<file path="src/rtl/xtb_pkg.sv">
package xtb_pkg;
  localparam int BYTE_W = 8;
  localparam int WORD_W = 2 * BYTE_W;

  // Decoded form of the register offset inside one window
  typedef enum logic [1:0] {
    REG_DATA_LO = 2'd0,
    REG_DATA_HI = 2'd1,
    REG_CMD     = 2'd2,
    REG_CTL     = 2'd3
  } reg_kind_t;

  function automatic reg_kind_t kind_of(input logic [3:0] off);
    if (off[3])             return REG_CTL;
    else if (off[2:0] == 0) return REG_DATA_LO;
    else if (off[2:0] == 1) return REG_DATA_HI;
    else                    return REG_CMD;
  endfunction
endpackage

</file>
<file path="src/rtl/xtb_win_dec.sv">
module xtb_win_dec #(
  parameter int ADDR_W   = 10,
  parameter int WIN_BITS = 4,
  parameter logic [ADDR_W-1:0] WBASE = 10'h300
) (
  input  logic [ADDR_W-1:0] addr,
  input  logic              aen,
  output logic              hit
);
  localparam int TAG_W = ADDR_W - WIN_BITS;
  localparam logic [TAG_W-1:0] TAG = WBASE[ADDR_W-1:WIN_BITS];

  always_comb begin
    hit = !aen && (addr[ADDR_W-1:WIN_BITS] == TAG);
  end
endmodule

</file>
<file path="src/rtl/xtb_hold.sv">
module xtb_hold #(
  parameter int BYTE_W = 8
) (
  input  logic              clk,
  input  logic              rst,
  input  logic              cap_rd,
  input  logic [BYTE_W-1:0] rd_byte,
  input  logic              cap_wr,
  input  logic [BYTE_W-1:0] wr_byte,
  output logic [BYTE_W-1:0] rd_hold,
  output logic [BYTE_W-1:0] wr_hold
);
  always_ff @(posedge clk) begin
    if (rst) begin
      rd_hold <= '0;
      wr_hold <= '0;
    end else begin
      if (cap_rd) rd_hold <= rd_byte;
      if (cap_wr) wr_hold <= wr_byte;
    end
  end


  wr_keep_chk: assert property (@(posedge clk) disable iff (rst)
    !cap_wr |=> $stable(wr_hold));

  rd_keep_chk: assert property (@(posedge clk) disable iff (rst)
    !cap_rd |=> $stable(rd_hold));
endmodule

</file>
<file path="src/rtl/xtb_strobe_gen.sv">
module xtb_strobe_gen
  import xtb_pkg::*;
#(
  parameter int BYTE_W = 8
) (
  input  logic                clk,
  input  logic                rst,
  input  logic                rd_q,
  input  logic                wr_q,
  input  logic                hit,
  input  logic                pri,
  input  logic [3:0]          off,
  input  logic [BYTE_W-1:0]   wd,
  input  logic [BYTE_W-1:0]   wl,
  input  logic [BYTE_W-1:0]   rl,
  input  logic [BYTE_W-1:0]   dd_lo,
  output logic [BYTE_W-1:0]   host_rdata,
  output logic                host_rdata_oe,
  output logic [2*BYTE_W-1:0] ide_dd_out,
  output logic                ide_dd_oe,
  output logic [2:0]          ide_da,
  output logic                ide_dior_n,
  output logic                ide_diow_n,
  output logic                pri_cs0_n,
  output logic                pri_cs1_n,
  output logic                sec_cs0_n,
  output logic                sec_cs1_n
);
  reg_kind_t kind;
  logic      go_rd, go_wr, go, is_data;

  always_comb begin
    kind    = kind_of(off);
    is_data = (kind == REG_DATA_LO) || (kind == REG_DATA_HI);
    go_rd   = rd_q && hit && (kind != REG_DATA_HI);
    go_wr   = wr_q && hit && (kind != REG_DATA_LO);
    go      = go_rd || go_wr;
  end

  always_ff @(posedge clk) begin
    if (rst) begin
      pri_cs0_n     <= 1'b1;
      pri_cs1_n     <= 1'b1;
      sec_cs0_n     <= 1'b1;
      sec_cs1_n     <= 1'b1;
      ide_da        <= '0;
      ide_dior_n    <= 1'b1;
      ide_diow_n    <= 1'b1;
      ide_dd_oe     <= 1'b0;
      ide_dd_out    <= '0;
      host_rdata_oe <= 1'b0;
      host_rdata    <= '0;
    end else begin
      pri_cs0_n     <= !(go && pri && !off[3]);
      pri_cs1_n     <= !(go && pri && off[3]);
      sec_cs0_n     <= !(go && !pri && !off[3]);
      sec_cs1_n     <= !(go && !pri && off[3]);
      ide_da        <= (go && !is_data) ? off[2:0] : 3'd0;
      ide_dior_n    <= !go_rd;
      ide_diow_n    <= !go_wr;
      ide_dd_oe     <= go_wr;
      ide_dd_out    <= (kind == REG_DATA_HI) ? {wd, wl} : {{BYTE_W{1'b0}}, wd};
      host_rdata_oe <= rd_q && hit;
      host_rdata    <= (kind == REG_DATA_HI) ? rl : dd_lo;
    end
  end


  one_cs_chk: assert property (@(posedge clk) disable iff (rst)
    $onehot0({~pri_cs0_n, ~pri_cs1_n, ~sec_cs0_n, ~sec_cs1_n}));

  one_strobe_chk: assert property (@(posedge clk) disable iff (rst)
    !(!ide_dior_n && !ide_diow_n));

  hi_read_quiet_chk: assert property (@(posedge clk) disable iff (rst)
    (rd_q && hit && off == 4'd1) |=> ide_dior_n);

  lo_write_quiet_chk: assert property (@(posedge clk) disable iff (rst)
    (wr_q && hit && off == 4'd0) |=> ide_diow_n);
endmodule

</file>
<file path="src/rtl/xt_ata_bridge.sv">
module xt_ata_bridge #(
  parameter int ADDR_W   = 10,
  parameter int WIN_BITS = 4,
  parameter int NUM_CH   = 2,
  parameter logic [ADDR_W-1:0] BASE = 10'h300
) (
  input  logic        clk,
  input  logic        rst,
  input  logic [9:0]  host_addr,
  input  logic [7:0]  host_wdata,
  output logic [7:0]  host_rdata,
  output logic        host_rdata_oe,
  input  logic        host_rd_n,
  input  logic        host_wr_n,
  input  logic        host_aen,
  input  logic        swap_ch,
  input  logic [15:0] ide_dd_in,
  output logic [15:0] ide_dd_out,
  output logic        ide_dd_oe,
  output logic [2:0]  ide_da,
  output logic        ide_dior_n,
  output logic        ide_diow_n,
  output logic        pri_cs0_n,
  output logic        pri_cs1_n,
  output logic        sec_cs0_n,
  output logic        sec_cs1_n
);
  localparam int BYTE_W   = xtb_pkg::BYTE_W;
  localparam int WIN_SIZE = 1 << WIN_BITS;

  logic [ADDR_W-1:0] a_q;
  logic [BYTE_W-1:0] wd_q;
  logic              rd_q, wr_q, aen_q, swap_q;

  always_ff @(posedge clk) begin
    if (rst) begin
      a_q    <= '0;
      wd_q   <= '0;
      rd_q   <= 1'b0;
      wr_q   <= 1'b0;
      aen_q  <= 1'b0;
      swap_q <= 1'b0;
    end else begin
      a_q    <= host_addr;
      wd_q   <= host_wdata;
      rd_q   <= !host_rd_n;
      wr_q   <= !host_wr_n;
      aen_q  <= host_aen;
      swap_q <= swap_ch;
    end
  end

  logic [NUM_CH-1:0] hit;
  logic [BYTE_W-1:0] rhold [NUM_CH];
  logic [BYTE_W-1:0] whold [NUM_CH];
  logic [3:0]        off;

  assign off = a_q[3:0];

  for (genvar ch = 0; ch < NUM_CH; ch++) begin : g_ch
    localparam logic [ADDR_W-1:0] WBASE = BASE + ADDR_W'(ch * WIN_SIZE);
    logic lo_sel;

    xtb_win_dec #(.ADDR_W(ADDR_W), .WIN_BITS(WIN_BITS), .WBASE(WBASE)) i_dec (
      .addr (a_q),
      .aen  (aen_q),
      .hit  (hit[ch])
    );

    assign lo_sel = hit[ch] && (off == 4'd0);

    xtb_hold #(.BYTE_W(BYTE_W)) i_hold (
      .clk     (clk),
      .rst     (rst),
      .cap_rd  (rd_q && lo_sel),
      .rd_byte (ide_dd_in[2*BYTE_W-1:BYTE_W]),
      .cap_wr  (wr_q && lo_sel),
      .wr_byte (wd_q),
      .rd_hold (rhold[ch]),
      .wr_hold (whold[ch])
    );
  end

  logic win_idx, any_hit, pri;

  always_comb begin
    win_idx = hit[NUM_CH-1] && (NUM_CH > 1);
    any_hit = |hit;
    pri     = (NUM_CH == 1) || (win_idx == swap_q);
  end

  xtb_strobe_gen #(.BYTE_W(BYTE_W)) i_stb (
    .clk           (clk),
    .rst           (rst),
    .rd_q          (rd_q),
    .wr_q          (wr_q),
    .hit           (any_hit),
    .pri           (pri),
    .off           (off),
    .wd            (wd_q),
    .wl            (whold[win_idx]),
    .rl            (rhold[win_idx]),
    .dd_lo         (ide_dd_in[BYTE_W-1:0]),
    .host_rdata    (host_rdata),
    .host_rdata_oe (host_rdata_oe),
    .ide_dd_out    (ide_dd_out),
    .ide_dd_oe     (ide_dd_oe),
    .ide_da        (ide_da),
    .ide_dior_n    (ide_dior_n),
    .ide_diow_n    (ide_diow_n),
    .pri_cs0_n     (pri_cs0_n),
    .pri_cs1_n     (pri_cs1_n),
    .sec_cs0_n     (sec_cs0_n),
    .sec_cs1_n     (sec_cs1_n)
  );


  reset_idle_chk: assert property (@(posedge clk)
    rst |=> (ide_dior_n && ide_diow_n && pri_cs0_n && pri_cs1_n &&
             sec_cs0_n && sec_cs1_n && !ide_dd_oe && !host_rdata_oe));

  aen_block_chk: assert property (@(posedge clk) disable iff (rst)
    aen_q |=> (ide_dior_n && ide_diow_n && pri_cs0_n && pri_cs1_n &&
               sec_cs0_n && sec_cs1_n && !host_rdata_oe));

  write_drive_chk: assert property (@(posedge clk) disable iff (rst)
    !ide_diow_n |-> ide_dd_oe);
endmodule

</file>
<file path="config.mk">
export PLATFORM = sky130hd
export DESIGN_NAME = xt_ata_bridge
export DESIGN_NICKNAME = d
export VERILOG_FILES = /design/src/rtl/xtb_pkg.sv /design/src/rtl/xtb_win_dec.sv /design/src/rtl/xtb_hold.sv /design/src/rtl/xtb_strobe_gen.sv /design/src/rtl/xt_ata_bridge.sv
export SDC_FILE = /design/constraint.sdc
export NUM_CORES = 1
export LEC_CHECK = 0
export CORE_MARGIN = 8
export CORE_UTILIZATION = 40
export DETAILED_ROUTE_END_ITERATION = 16
export HOLD_SLACK_MARGIN = 0.08
export PLACE_DENSITY = 0.66
export SETUP_SLACK_MARGIN = 0.4
export SLEW_MARGIN = 5
export SYNTH_ARGS = -nofsm -noshare
export SYNTH_HDL_FRONTEND = slang
export SYNTH_SLANG_ARGS = --single-unit
export TNS_END_PERCENT = 1
</file>
<file path="constraint.sdc">
create_clock -name clk -period 2.35 [get_ports clk]
set_input_delay 0.235 -clock clk [delete_from_list [all_inputs] [get_ports clk]]
set_output_delay 0.235 -clock clk [all_outputs]
set_load 0.1 [all_outputs]
</file>
## Yosys cells after proc, flatten, opt, wreduce, memory -nomap -nowiden

Index checks and enable logic that the tools add are counted.

| operators by class | value |
|---|---|
| mux-type cells | 11 |
| bitwise logic cells | 3 |
| equality and inequality tests | 6 |
| $lt $le $gt $ge | 1 |
| reduce and logical (&&, ||, !) cells | 40 |

Operators with widths:

| kind | count |
|---|---|
| 2-to-1 mux 8 bit | 8 |
| logical AND 1 bit | 19 |
| == test 6 bit (second input constant) | 2 |
| logical NOT 1 bit | 12 |
| 2-to-1 mux 2 bit | 3 |
| OR reduction 2 bit | 3 |
| logical NOT 4 bit | 1 |
| == test 3 x 1 -> 1 bit (second input constant) | 1 |
| logical NOT 3 bit | 1 |
| == test 2 x 1 -> 1 bit (second input constant) | 1 |
| greater-or-equal comparator 2 bit (second input constant) | 1 |
| logical NOT 2 bit | 1 |
| logical OR 1 bit | 2 |
| inequality test 2 x 1 -> 1 bit (second input constant) | 1 |
| inverter 1 bit | 2 |
| inverter 1 -> 2 bit | 1 |
| nonzero test 2 bit | 1 |
| == test 1 bit | 1 |

| storage, ports and cells | value |
|---|---|
| word-level logic and storage cells | 83 |
| output and inout port bits | 35 |
| input port bits | 40 |
| register bits after elaboration | 89 |

## Longest topological paths before layout

Gate-level depths: netlist (run 1).

| depth | value |
|---|---|
| depth in word-level cells | 10 |
| mapped depth | 5 |

## By module

Synthesis (run 1) repeated with hierarchy kept, for this count alone.

| second synthesis, totals | value |
|---|---|
| cell total of the unflattened synthesis | 299 |
| area total of the unflattened synthesis | 3,211.8 um2 |

By module, submodules not included:

| module | seq. area each (um2) | cells an instance | area each (um2) | instances |
|---|---|---|---|---|
| xtb_strobe_gen | 700.7 | 118 | 1,166.1 | 1 |
| xtb_hold | 320.3 | 52 | 579.3 | 2 |
| xt_ata_bridge | 440.4 | 71 | 844.6 | 1 |
| xtb_win_dec (g_ch[1].i_dec) | 0.0 | 3 | 23.8 | 1 |
| xtb_win_dec (g_ch[0].i_dec) | 0.0 | 3 | 18.8 | 1 |

## Least setup slack after synthesis (run 1)

No wires, ideal clock.

| path | value |
|---|---|
| path type | reg2reg |
| start point | reg a_q[5] |
| end point | reg g_ch[0].i_hold.rd_hold[0] |
| stages on the path, launching flop included | 5 |
| library setup time | 0.072 ns |
| path buffers | 1 |
| slack | 0.507 ns |
| arrival | 1.771 ns |
| clock period less this slack | 1.843 ns |
| data required time | 2.278 ns |
| cell sequence | dfxtp_1 > or4_4 > buf_6 > nor4_4 > mux2i_1 |

| on the way | value |
|---|---|
| longest elaborated chain between the ends | 4 |

RTL lines:

| element | RTL line | source |
|---|---|---|
| start, declared | xt_ata_bridge.sv:31 | `logic [ADDR_W-1:0] a_q;` |
| start signal, assigned | xt_ata_bridge.sv:44 | `a_q <= host_addr;` |
| == test 6 bit | xtb_win_dec.sv:14 | `hit = !aen && (addr[ADDR_W-1:WIN_BITS] == TAG);` |
| logical AND 1 bit | xtb_win_dec.sv:14 |  |
| logical AND 1 bit | xt_ata_bridge.sv:70 | `assign lo_sel = hit[ch] && (off == 4'd0);` |
| logical AND 1 bit | xt_ata_bridge.sv:75 | `.cap_rd (rd_q && lo_sel),` |
| end signal, assigned | xtb_hold.sv:18 | `if (cap_rd) rd_hold <= rd_byte;` |
| end, declared | xtb_hold.sv:10 | `output logic [BYTE_W-1:0] rd_hold,` |

No other way between the ends.
A chain may end at the register's enable or synchronous reset.

## Worst setup path after layout (run 1)

| path | value |
|---|---|
| start point | reg a_q[5] |
| end point | reg i_stb.ide_da[0] |

| on the way | value |
|---|---|
| longest elaborated chain between the ends | 9 |

RTL lines:

| element | RTL line | source |
|---|---|---|
| == test 6 bit | xtb_win_dec.sv:14 |  |
| logical AND 1 bit | xtb_win_dec.sv:14 |  |
| OR reduction 2 bit * | xt_ata_bridge.sv:88 | `any_hit = \|hit;` |
| logical AND 1 bit (on tied branches) (2 in series) | xtb_strobe_gen.sv:35, xtb_strobe_gen.sv:36 |  |
| logical OR 1 bit * | xtb_strobe_gen.sv:37 | `go = go_rd \|\| go_wr;` |
| logical AND 1 bit * | xtb_strobe_gen.sv:58 | `ide_da <= (go && !is_data) ? off[2:0] : 3'd0;` |
| inverter 1 bit (no source line) * | n/a |  |
| OR reduction 2 bit (no source line) * | n/a |  |
| end signal, assigned | xtb_strobe_gen.sv:58 |  |
| end, declared | xtb_strobe_gen.sv:21 | `output logic [2:0] ide_da,` |

Every way passes the cells marked *; elsewhere a longest branch is shown, timed or not.

==> impl_results.md, run 1 <==
- First-pass GRT wire length: 11,920 µm
- Die X: 107.2 µm
- Asr flop ratio synth: 0%
- Endpoint class of the critical path: flip-flop
- Worst relative slew slack: 54.83%
- GP Congestion: 0.7472
- Final worst path period share: 79.27%
- Crit path max fanout: 21
- Ports: 75
- Seq pwr share: 54.3%
- Seq cells post-synth: 89
- Yosys cell types: 26
- Initial DRC count: 101
- Post-Syn Area: 3327 µm²
- RSZ-0062 raised after global routing: yes
- Mean post-synth cell area: 10.56 µm²
- Initial core utilization: 40.90%
- Synth warn: 0
- Die Y-Extent: 107.2 µm
- CP startpoint kind: flip-flop
- CTS buffer count: 9
- Switch Pwr: 0.7969 mW
- Comb power frac: 13.0%
- Synth-to-layout area growth: 28.77%
- CTS tree: built
- Most used DFF post-synth: dfxtp_1
- Syn Nets: 355
- Switching Fraction: 27.49%
- Sequential fraction of the synthesis area: 53.55%
- Vias in the first global route: 2,476
- Count of final setup violators: 0
- Synth area leaders: dfxtp_1 (54%), mux2i_1 (9.9%), nand2b_1 (9.2%)
- # rows: 33
- DR pass1 iterations: 4
- CTS H-Tree Depth: 3
- Max cap viols: 0
- GRT Residual Overflow: 0
- CP required: 2.65 ns
- Final setup skew: 0.01204 ns
- Fin. max-slew vios: 0
- LEAKAGE: 1.714 nW
- Number of synthesized flops with an enable pin: 0
- Area of the core: 8134 µm²
- Least-Margin Pin Slew: 0.6775 ns
- Pwr per Cell Area: 676.8 nW/µm²
- Largest net degree at the start of global routing: 88
- Share of the synthesized area in the top cell type: 53.55%
- DRC: 0
- Antenna-violating nets left: 0
- CP Class: flip-flop to flip-flop
- Post-CTS Setup Bufs: 0
- DP Wirelength: 5048 µm
- Worst Path Arrival: 2.16 ns
- Initial antenna violation count: 0
- Status: completed
- Clock network power share: 32.7%
- Final hold vios: 0
- HP Class: primary input to flip-flop
- WL per Instance: 14.41 µm
- Vias per inst: 4.819
- Pint: 2.102 mW
- Cell taking the most area after synthesis: dfxtp_1
- # nets final: 428
- PnR Total Power: 2.899 mW
- Die area: 11,490 µm²
- Root buf cell: clkbuf_8
- Diode count: 0
- Clock Sinks: 89
- Share of cells above drive strength 1: 17.56%
- Clk buf depth: 2
- Tot GR Track Use: 12.93%
- Total Neg Setup Slack: 0 ns
- Buffers on Ports: 74
- Clk pin slew, worst setup/hold paths: 0.09 ns
- Clk_lat worst skew: 0.35 ns
- Syn Inst Count: 315
- VDD IR max: 266.5 µV
- Final WL: 7175 µm
- Achievable frequency: 0.5368 GHz
- Min Tclk post-route: 1.863 ns
- Final hold slack: 0.3165 ns
- Vias: 2,400
==> kinds of logic (layout without fill, tap and decap cells) <==
family / after synthesis / count (layout) / share of synthesized area [%]
muxes: 33 / 33 / 9.929
DFF: 89 / 89 / 53.55
buffers and inverters: 22 / 100 / 2.708
xor gates and xnor gates: 2 / 2 / 0.5266
and+or+nand+nor: 120 / 120 / 23.81
AOI/OAI and AO/OA: 49 / 49 / 9.477
==> cells in the mapped netlist, types with 2 or more instances <==
cell type  count
o21ai_0       16
o21bai_1      16
nor4_4         2
nand4_2        2
and2_1        10
clkbuf_1      18
nor2_1         3
nand2b_1      49
nand3b_1       4
dfxtp_1       89
mux2i_1       33
or4_4          2
nor4_1         2
inv_1          3
nand3_1       19
a31oi_1       16
nor3_1         2
nor2b_1       21
==> critical path, cell delays in order, from the launching register on <==
cell,delay (ns)
dfxtp_1,0.34
or4_4,0.69
a2111oi_2,0.53
and3b_1,0.24
==> layout make-up <==
type	instances	area, µm²
flip-flops and latches	89	1782
clock buffers	10	137.6
fillers	762	3850
well taps	105	131.4
clock inverters	6	42.54
multi-input cells	204	1479
repair buffers	81	700.7
inverters	3	11.26
==> worst paths after layout <==
check,start,endpoint,slack (ns),depth (start not counted)
setup / recovery,a_q[5],i_stb.ide_da[0],0.49,3
hold / removal,rst,i_stb.ide_dd_oe,0.32,3
setup reg to reg,a_q[5],i_stb.ide_da[0],0.49,3
hold reg to reg,g_ch[0].i_hold.rd_hold[2],g_ch[0].i_hold.rd_hold[2],0.47,2
==> flip-flops by register name, summed over array words and instances (netlist names), 3 cells and up <==
register and cells:
g_ch.i_hold.rd_hold 16, g_ch.i_hold.wr_hold 16, wd_q 8, i_stb.ide_dd_out 16, i_stb.ide_da 3, a_q 10
i_stb.host_rdata 8
==> cell usage in the layout (no fill, tap or decap), drive strengths merged <==
master	netlist	layout
a2111oi	1	1
a31oi	16	16
and2	10	10
and3	1	1
and3b	1	1
buf	1	43
clkbuf	18	10
clkdlybuf4s50	0	38
clkinv	0	3
clkinvlp	0	2
dfxtp	89	89
inv	3	4
mux2i	33	33
nand2b	49	49
nand3	19	19
nand3b	4	4
nand4	2	2
nor2	3	3
nor2b	21	21
nor3	2	2
nor4	5	5
nor4b	1	1
o21ai	16	16
o21bai	16	16
or4	2	2
xnor2	1	1
xor2	1	1
==> power by group through the flow <==
stage / Clock (mW) / Combinational, mW / Sequential [mW]
3_3_place_gp: 0 / 0.379 / 1.61
3_5_place_dp: 0 / 0.380 / 1.61
2_1_floorplan: 0 / 0.116 / 1.74
5_1_grt: 1.04 / 0.400 / 1.58
6_report: 0.947 / 0.378 / 1.57
4_1_cts: 0.972 / 0.381 / 1.57
==> metal layers <==
layer | GRT usage (%) | vias up | share of wire [%] | wire length [µm]
met5 | 0 | - | 0 | 0
met4 | 6.332 | 0 | 1.8 | 130
met3 | 2.819 | 11 | 4.3 | 306
met2 | 22.24 | 44 | 49 | 3538
met1 | 14.81 | 1123 | 45 | 3200
li1 | - | 1222 | - | -
==> through the flow <==
step	setup slack (ns)	area [µm²]	cells	utilization [%]
3_5_place_dp	0.4978	4098	482	50.38
2_1_floorplan	0.5070	3327	315	-
5_1_grt	0.3900	4284	498	52.67
3_3_place_gp	0.5336	4098	482	50.38
4_1_cts	0.4755	4278	498	52.59
6_report	0.4871	4284	498	52.67
==> repair_timing <==
action / 4_1_cts / 5_1_grt
gates resized for setup: 0 / 1
hold endpoints to repair: 0 / 0
setup endpoints to repair: 0 / 18
hold buffers: 0 / 0
Power figures use the tool's default switching activity.
==> inputs of run 2 (changes only) <==
==> constraint.sdc (replaced) <==
create_clock -name clk -period 1.9 [get_ports clk]
set_input_delay 0.19 -clock clk [delete_from_list [all_inputs] [get_ports clk]]
set_output_delay 0.19 -clock clk [all_outputs]
set_load 0.1 [all_outputs]
==> impl_results.md, run 2 (synthesized netlist as in run 1, its figures left out) <==
- Reg2Reg Depth: 3 (unchanged)
- Die X: 107.2 µm (unchanged)
- Worst relative slew slack: 64.06% (was 54.83%)
- VDD IR max: 333.8 µV (was 266.5 µV)
- Placed insts: 486 (was 482)
- Most common cell after layout, fill and taps aside: dfxtp_1 (unchanged)
- Most frequent cells in the layout: dfxtp_1 (85), nand2b_1 (49), buf_4 (46) (was dfxtp_1 (89), nand2b_1 (49), buf_4 (42))
- Ports: 75 (unchanged)
- Hold endpoint: i_stb.host_rdata_oe (was i_stb.ide_dd_oe)
- Buffers on Ports: 74 (unchanged)
- Vias: 2,485 (was 2,400)
- # rows: 33 (unchanged)
- Vias in the first global route: 2,515 (was 2,476)
- First-pass GRT wire length: 12,430 µm (was 11,920 µm)
- Synth-to-layout area growth: 31.97% (was 28.77%)
- Crit path max fanout: 10 (was 21)
- Clk_lat worst skew: 0.34 ns (was 0.35 ns)
- Final hold vios: 0 (unchanged)
- DR pass1 iterations: 4 (unchanged)
- Area of the core: 8134 µm² (unchanged)
- Final setup skew: 0.006651 ns (was 0.01204 ns)
- Tot GR Track Use: 13.59% (was 12.93%)
- CP required: 2.12 ns (was 2.65 ns)
- Critical Path Max Stage Delay: 0.83 ns (was 0.69 ns)
- Die area: 11,490 µm² (unchanged)
- Initial core utilization: 40.90% (unchanged)
- Top Registers: g_ch.i_hold.rd_hold x16, g_ch.i_hold.wr_hold x16, i_stb.ide_dd_out x16 (unchanged)
- HP Class: primary input to flip-flop (unchanged)
- R2R Setup Slk: 0.19 ns (was 0.49 ns)
- DP Wirelength: 5222 µm (was 5048 µm)
- Share of cells above drive strength 1: 19.55% (was 17.56%)
- CTS tree: built (unchanged)
- Status: completed (unchanged)
- Worst Path Arrival: 1.93 ns (was 2.16 ns)
- CP Class: flip-flop to flip-flop (unchanged)
- Die Y-Extent: 107.2 µm (unchanged)
- Max cap viols: 0 (unchanged)
- Clock Sinks: 89 (unchanged)
- Final hold slack: 0.2900 ns (was 0.3165 ns)
- Initial DRC count: 98 (was 101)
- # nets final: 436 (was 428)
- Slowest cell on crit path: or4_2 (was or4_4)
- Worst r2r dst: i_stb.ide_dd_out[4] (was i_stb.ide_da[0])
- Worst path cell trace: or4_2 -> o21ai_0 -> a31oi_1 (was or4_4 -> a2111oi_2 -> and3b_1)
- Final worst path period share: 89.84% (was 79.27%)
- Vias per inst: 4.931 (was 4.819)
- Endpoint class of the critical path: flip-flop (unchanged)
- CP startpoint kind: flip-flop (unchanged)
- WL per Instance: 15.08 µm (was 14.41 µm)
- GP Congestion: 0.7037 (was 0.7472)
- DRC: 0 (unchanged)
- LEAKAGE: 1.760 nW (was 1.714 nW)
- Diode count: 0 (unchanged)
- Min Tclk post-route: 1.707 ns (was 1.863 ns)
- Count of final setup violators: 0 (unchanged)
- Least-Margin Pin Slew: 0.5376 ns (was 0.6775 ns)
- CTS Hold Bufs: 0 (unchanged)
- CTS buffer count: 9 (unchanged)
- Pwr per Cell Area: 838.7 nW/µm² (was 676.8 nW/µm²)
- PnR Total Power: 3.682 mW (was 2.899 mW)
- Total Neg Setup Slack: 0 ns (unchanged)
- RSZ-0062 raised after global routing: yes (unchanged)
- Root buf cell: clkbuf_8 (unchanged)
- GRT Residual Overflow: 0 (unchanged)
- Achievable frequency: 0.5858 GHz (was 0.5368 GHz)
- Largest net degree at the start of global routing: 88 (unchanged)
- HP Start: rst (unchanged)
- Final WL: 7599 µm (was 7175 µm)
- CTS H-Tree Depth: 3 (unchanged)
- Hold path depth: 3 (unchanged)
- Post-Layout Cell Count: 504 (was 498)
- Initial antenna violation count: 0 (unchanged)
- R2r startpoint: a_q[5] (unchanged)
- Clk buf depth: 2 (unchanged)
- Clk pin slew, worst setup/hold paths: 0.08 ns (was 0.09 ns)
- Antenna-violating nets left: 0 (unchanged)
- Fin. max-slew vios: 0 (unchanged)
-- run 2: cell count changes in the layout (fill, tap and decap cells not counted), moves of 2 or more --
cell,before,now
dfxtp_1,89,85
buf_4,42,46
buf_6,0,2
nand4_2,2,0
dfxtp_2,0,4
nand4_4,0,2
-- run 2: worst max path at each step --
| stage | startpoint | endpoint | depth (start not counted) |
|---|---|---|---|
| 6_report | a_q[5] | i_stb.ide_dd_out[4] | 3 |
| 5_1_grt | aen_q | g_ch[0].i_hold.wr_hold[2] | 4 |
| 4_1_cts | a_q[5] | g_ch[0].i_hold.wr_hold[2] | 4 |
| 3_5_place_dp | a_q[6] | g_ch[0].i_hold.wr_hold[2] | 4 |
| 3_3_place_gp | a_q[6] | g_ch[0].i_hold.rd_hold[5] | 4 |
| 2_1_floorplan | a_q[6] | g_ch[0].i_hold.wr_hold[0] | 4 |
-- run 2: routing by layer --
layer  track usage [%]  up-vias  part of all wire (%)  wire [µm]
met5                 0        -                     0          0
li1                  -     1247                     -          -
met2             22.95       53                    50       3820
met4             5.729        0                   1.5        116
met1             16.11     1176                    44       3352
met3             3.179        9                   4.1        309
-- run 2: worst max-delay path: cells and delay by family, from the launching register on --
family             cells  cell delay (ns)
and+or+nand+nor        1             0.83
DFF                    1             0.36
AOI/OAI and AO/OA      2             0.39
-- run 2: layout make-up --
type	instances	area (µm²)
inverters	3	11.26
multi-input cells	205	1504
clock inverters	3	42.54
flip-flops and latches	89	1787
repair buffers	88	773.2
fillers	740	3744
well taps	105	131.4
clock buffers	11	141.4
-- run 2: timing repair --
| action | in CTS | in global routing |
|---|---|---|
| setup buffers | 2 | 1 |
| pin swaps | 2 | 2 |
| gates cloned | 1 | 0 |
| setup endpoints to repair | 65 | 67 |
| gates resized for setup | 5 | 4 |
-- run 2: through the flow --
step	area (µm²)	setup slack (ns)	util (%)
after global routing	4390	0.1472	53.98
after global placement	4140	0.1871	50.90
after floorplan	3327	0.09984	-
after detailed placement	4140	0.1111	50.90
after CTS	4359	0.1782	53.59
final	4390	0.1930	53.98
-- run 2: report_power, final --
group	switching, mW	leakage [nW]	total (mW)	internal, mW
Sequential	0.0375	0.728	1.95	1.91
Clock	0.613	0.0913	1.24	0.628
Combinational	0.302	0.941	0.490	0.188
Total	0.952	1.76	3.68	2.73
==> inputs of run 3 (changes only) <==
==> constraint.sdc (replaced) <==
create_clock -name clk -period 2.1 [get_ports clk]
set_input_delay 0.21 -clock clk [delete_from_list [all_inputs] [get_ports clk]]
set_output_delay 0.21 -clock clk [all_outputs]
set_load 0.1 [all_outputs]
==> impl_results.md, run 3 (synthesized netlist as in run 1, its figures left out) <==
- Status: completed (unchanged)
- Vias in the first global route: 2,511 (was 2,515)
- Largest net degree at the start of global routing: 88 (unchanged)
- Worst relative slew slack: 56.47% (was 64.06%)
- WL per Instance: 15.09 µm (was 15.08 µm)
- Post-Layout Cell Count: 503 (was 504)
- Die Y-Extent: 107.2 µm (unchanged)
- Worst Path Arrival: 2.00 ns (was 1.93 ns)
- Final WL: 7588 µm (was 7599 µm)
- # nets final: 433 (was 436)
- Clock Sinks: 89 (unchanged)
- Clk pin slew, worst setup/hold paths: 0.09 ns (was 0.08 ns)
- Initial antenna violation count: 0 (unchanged)
- Clk buf depth: 2 (unchanged)
- Final hold vios: 0 (unchanged)
- # rows: 33 (unchanged)
- Share of cells above drive strength 1: 19.10% (was 19.55%)
- HP Class: primary input to flip-flop (unchanged)
- Endpoint class of the critical path: flip-flop (unchanged)
- CP required: 2.39 ns (was 2.12 ns)
- Ports: 75 (unchanged)
- VDD IR max: 322.7 µV (was 333.8 µV)
- Root buf cell: clkbuf_8 (unchanged)
- Least-Margin Pin Slew: 0.6512 ns (was 0.5376 ns)
- Count of final setup violators: 0 (unchanged)
- CTS H-Tree Depth: 3 (unchanged)
- Die area: 11,490 µm² (unchanged)
- Clk_lat worst skew: 0.36 ns (was 0.34 ns)
- Area of the core: 8134 µm² (unchanged)
- CP Class: flip-flop to flip-flop (unchanged)
- Tot GR Track Use: 13.69% (was 13.59%)
- Crit path max fanout: 8 (was 10)
- Buffers on Ports: 74 (unchanged)
- Initial DRC count: 107 (was 98)
- Most frequent cells in the layout: dfxtp_1 (88), nand2b_1 (49), buf_4 (43) (was dfxtp_1 (85), nand2b_1 (49), buf_4 (46))
- Total Neg Setup Slack: 0 ns (unchanged)
- CTS Hold Bufs: 0 (unchanged)
- DP Wirelength: 5160 µm (was 5222 µm)
- First-pass GRT wire length: 12,500 µm (was 12,430 µm)
- Antenna-violating nets left: 0 (unchanged)
- Most common cell after layout, fill and taps aside: dfxtp_1 (unchanged)
- DRC: 0 (unchanged)
- Initial core utilization: 40.90% (unchanged)
- CTS tree: built (unchanged)
- Vias: 2,431 (was 2,485)
- Final hold slack: 0.2972 ns (was 0.2900 ns)
- Max cap viols: 0 (unchanged)
- Vias per inst: 4.833 (was 4.931)
- CP startpoint kind: flip-flop (unchanged)
- Top Registers: g_ch.i_hold.rd_hold x16, g_ch.i_hold.wr_hold x16, i_stb.ide_dd_out x16 (unchanged)
- Pwr per Cell Area: 752.9 nW/µm² (was 838.7 nW/µm²)
- Final worst path period share: 81.71% (was 89.84%)
- GP Congestion: 0.7159 (was 0.7037)
- Fin. max-slew vios: 0 (unchanged)
- Placed insts: 484 (was 486)
- Diode count: 0 (unchanged)
- LEAKAGE: 1.746 nW (was 1.760 nW)
- Achievable frequency: 0.5828 GHz (was 0.5858 GHz)
- RSZ-0062 raised after global routing: yes (unchanged)
- Min Tclk post-route: 1.716 ns (was 1.707 ns)
- Synth-to-layout area growth: 30.73% (was 31.97%)
- Die X: 107.2 µm (unchanged)
- Final setup skew: 0.006629 ns (was 0.006651 ns)
- DR pass1 iterations: 4 (unchanged)
- GRT Residual Overflow: 0 (unchanged)
- CTS buffer count: 9 (unchanged)
==> run 3: layer usage <==
metal | global-route usage (%) | part of all wire (%) | vias up
met1 | 16.34 | 45 | 1135
met2 | 22.68 | 49 | 43
met5 | 0 | 0 | -
met4 | 6.935 | 1.8 | 0
li1 | - | - | 1244
met3 | 2.939 | 4.1 | 9
==> run 3: repair_timing <==
item,CTS,global route
gates resized for setup,1,5
setup endpoints to repair,38,55
pin swaps,1,1
cloned,1,0
buffers inserted,2,0
==> run 3: worst paths after layout <==
kind	start	endpoint	slack, ns	depth (start not counted)
hold reg to reg	g_ch[0].i_hold.rd_hold[7]	g_ch[0].i_hold.rd_hold[7]	0.48	2
setup reg to reg	a_q[6]	g_ch[0].i_hold.rd_hold[5]	0.38	4
setup / recovery	a_q[6]	g_ch[0].i_hold.rd_hold[5]	0.38	4
hold / removal	rst	i_stb.ide_dd_oe	0.30	3
==> run 3: report_power, final <==
group,switching (mW),total (mW),leakage (nW),internal (mW)
combinational,0.270,0.436,0.929,0.167
clock,0.633,1.07,0.0898,0.440
sequential,0.0341,1.77,0.727,1.73
total,0.937,3.27,1.75,2.34
==> run 3: cell type report <==
type                    instances  area (µm²)
repair buffers                 85       750.7
flip-flops and latches         89        1783
clock inverters                 7       56.30
fillers                       761        3785
inverters                       3       11.26
well taps                     105       131.4
clock buffers                   9       123.9
multi-input cells             205        1493
==> run 3: critical path, stage by stage (launching register included) <==
cell	delay, ns
dfxtp_1	0.37
or4_4	0.63
nor4_4	0.25
buf_6	0.20
mux2i_1	0.20
==> run 3: stage by stage <==
| stage | setup WS (ns) | cell area, µm² | utilization, % | total power, mW |
|---|---|---|---|---|
| final | 0.3841 | 4349 | 53.47 | 3.275 |
| after detailed placement | 0.3000 | 4125 | 50.72 | 2.231 |
| after global placement | 0.3355 | 4125 | 50.72 | 2.229 |
| after floorplan | 0.2998 | 3327 | - | 2.079 |
| after global routing | 0.3081 | 4349 | 53.47 | 3.409 |
| after CTS | 0.3464 | 4335 | 53.30 | 3.309 |
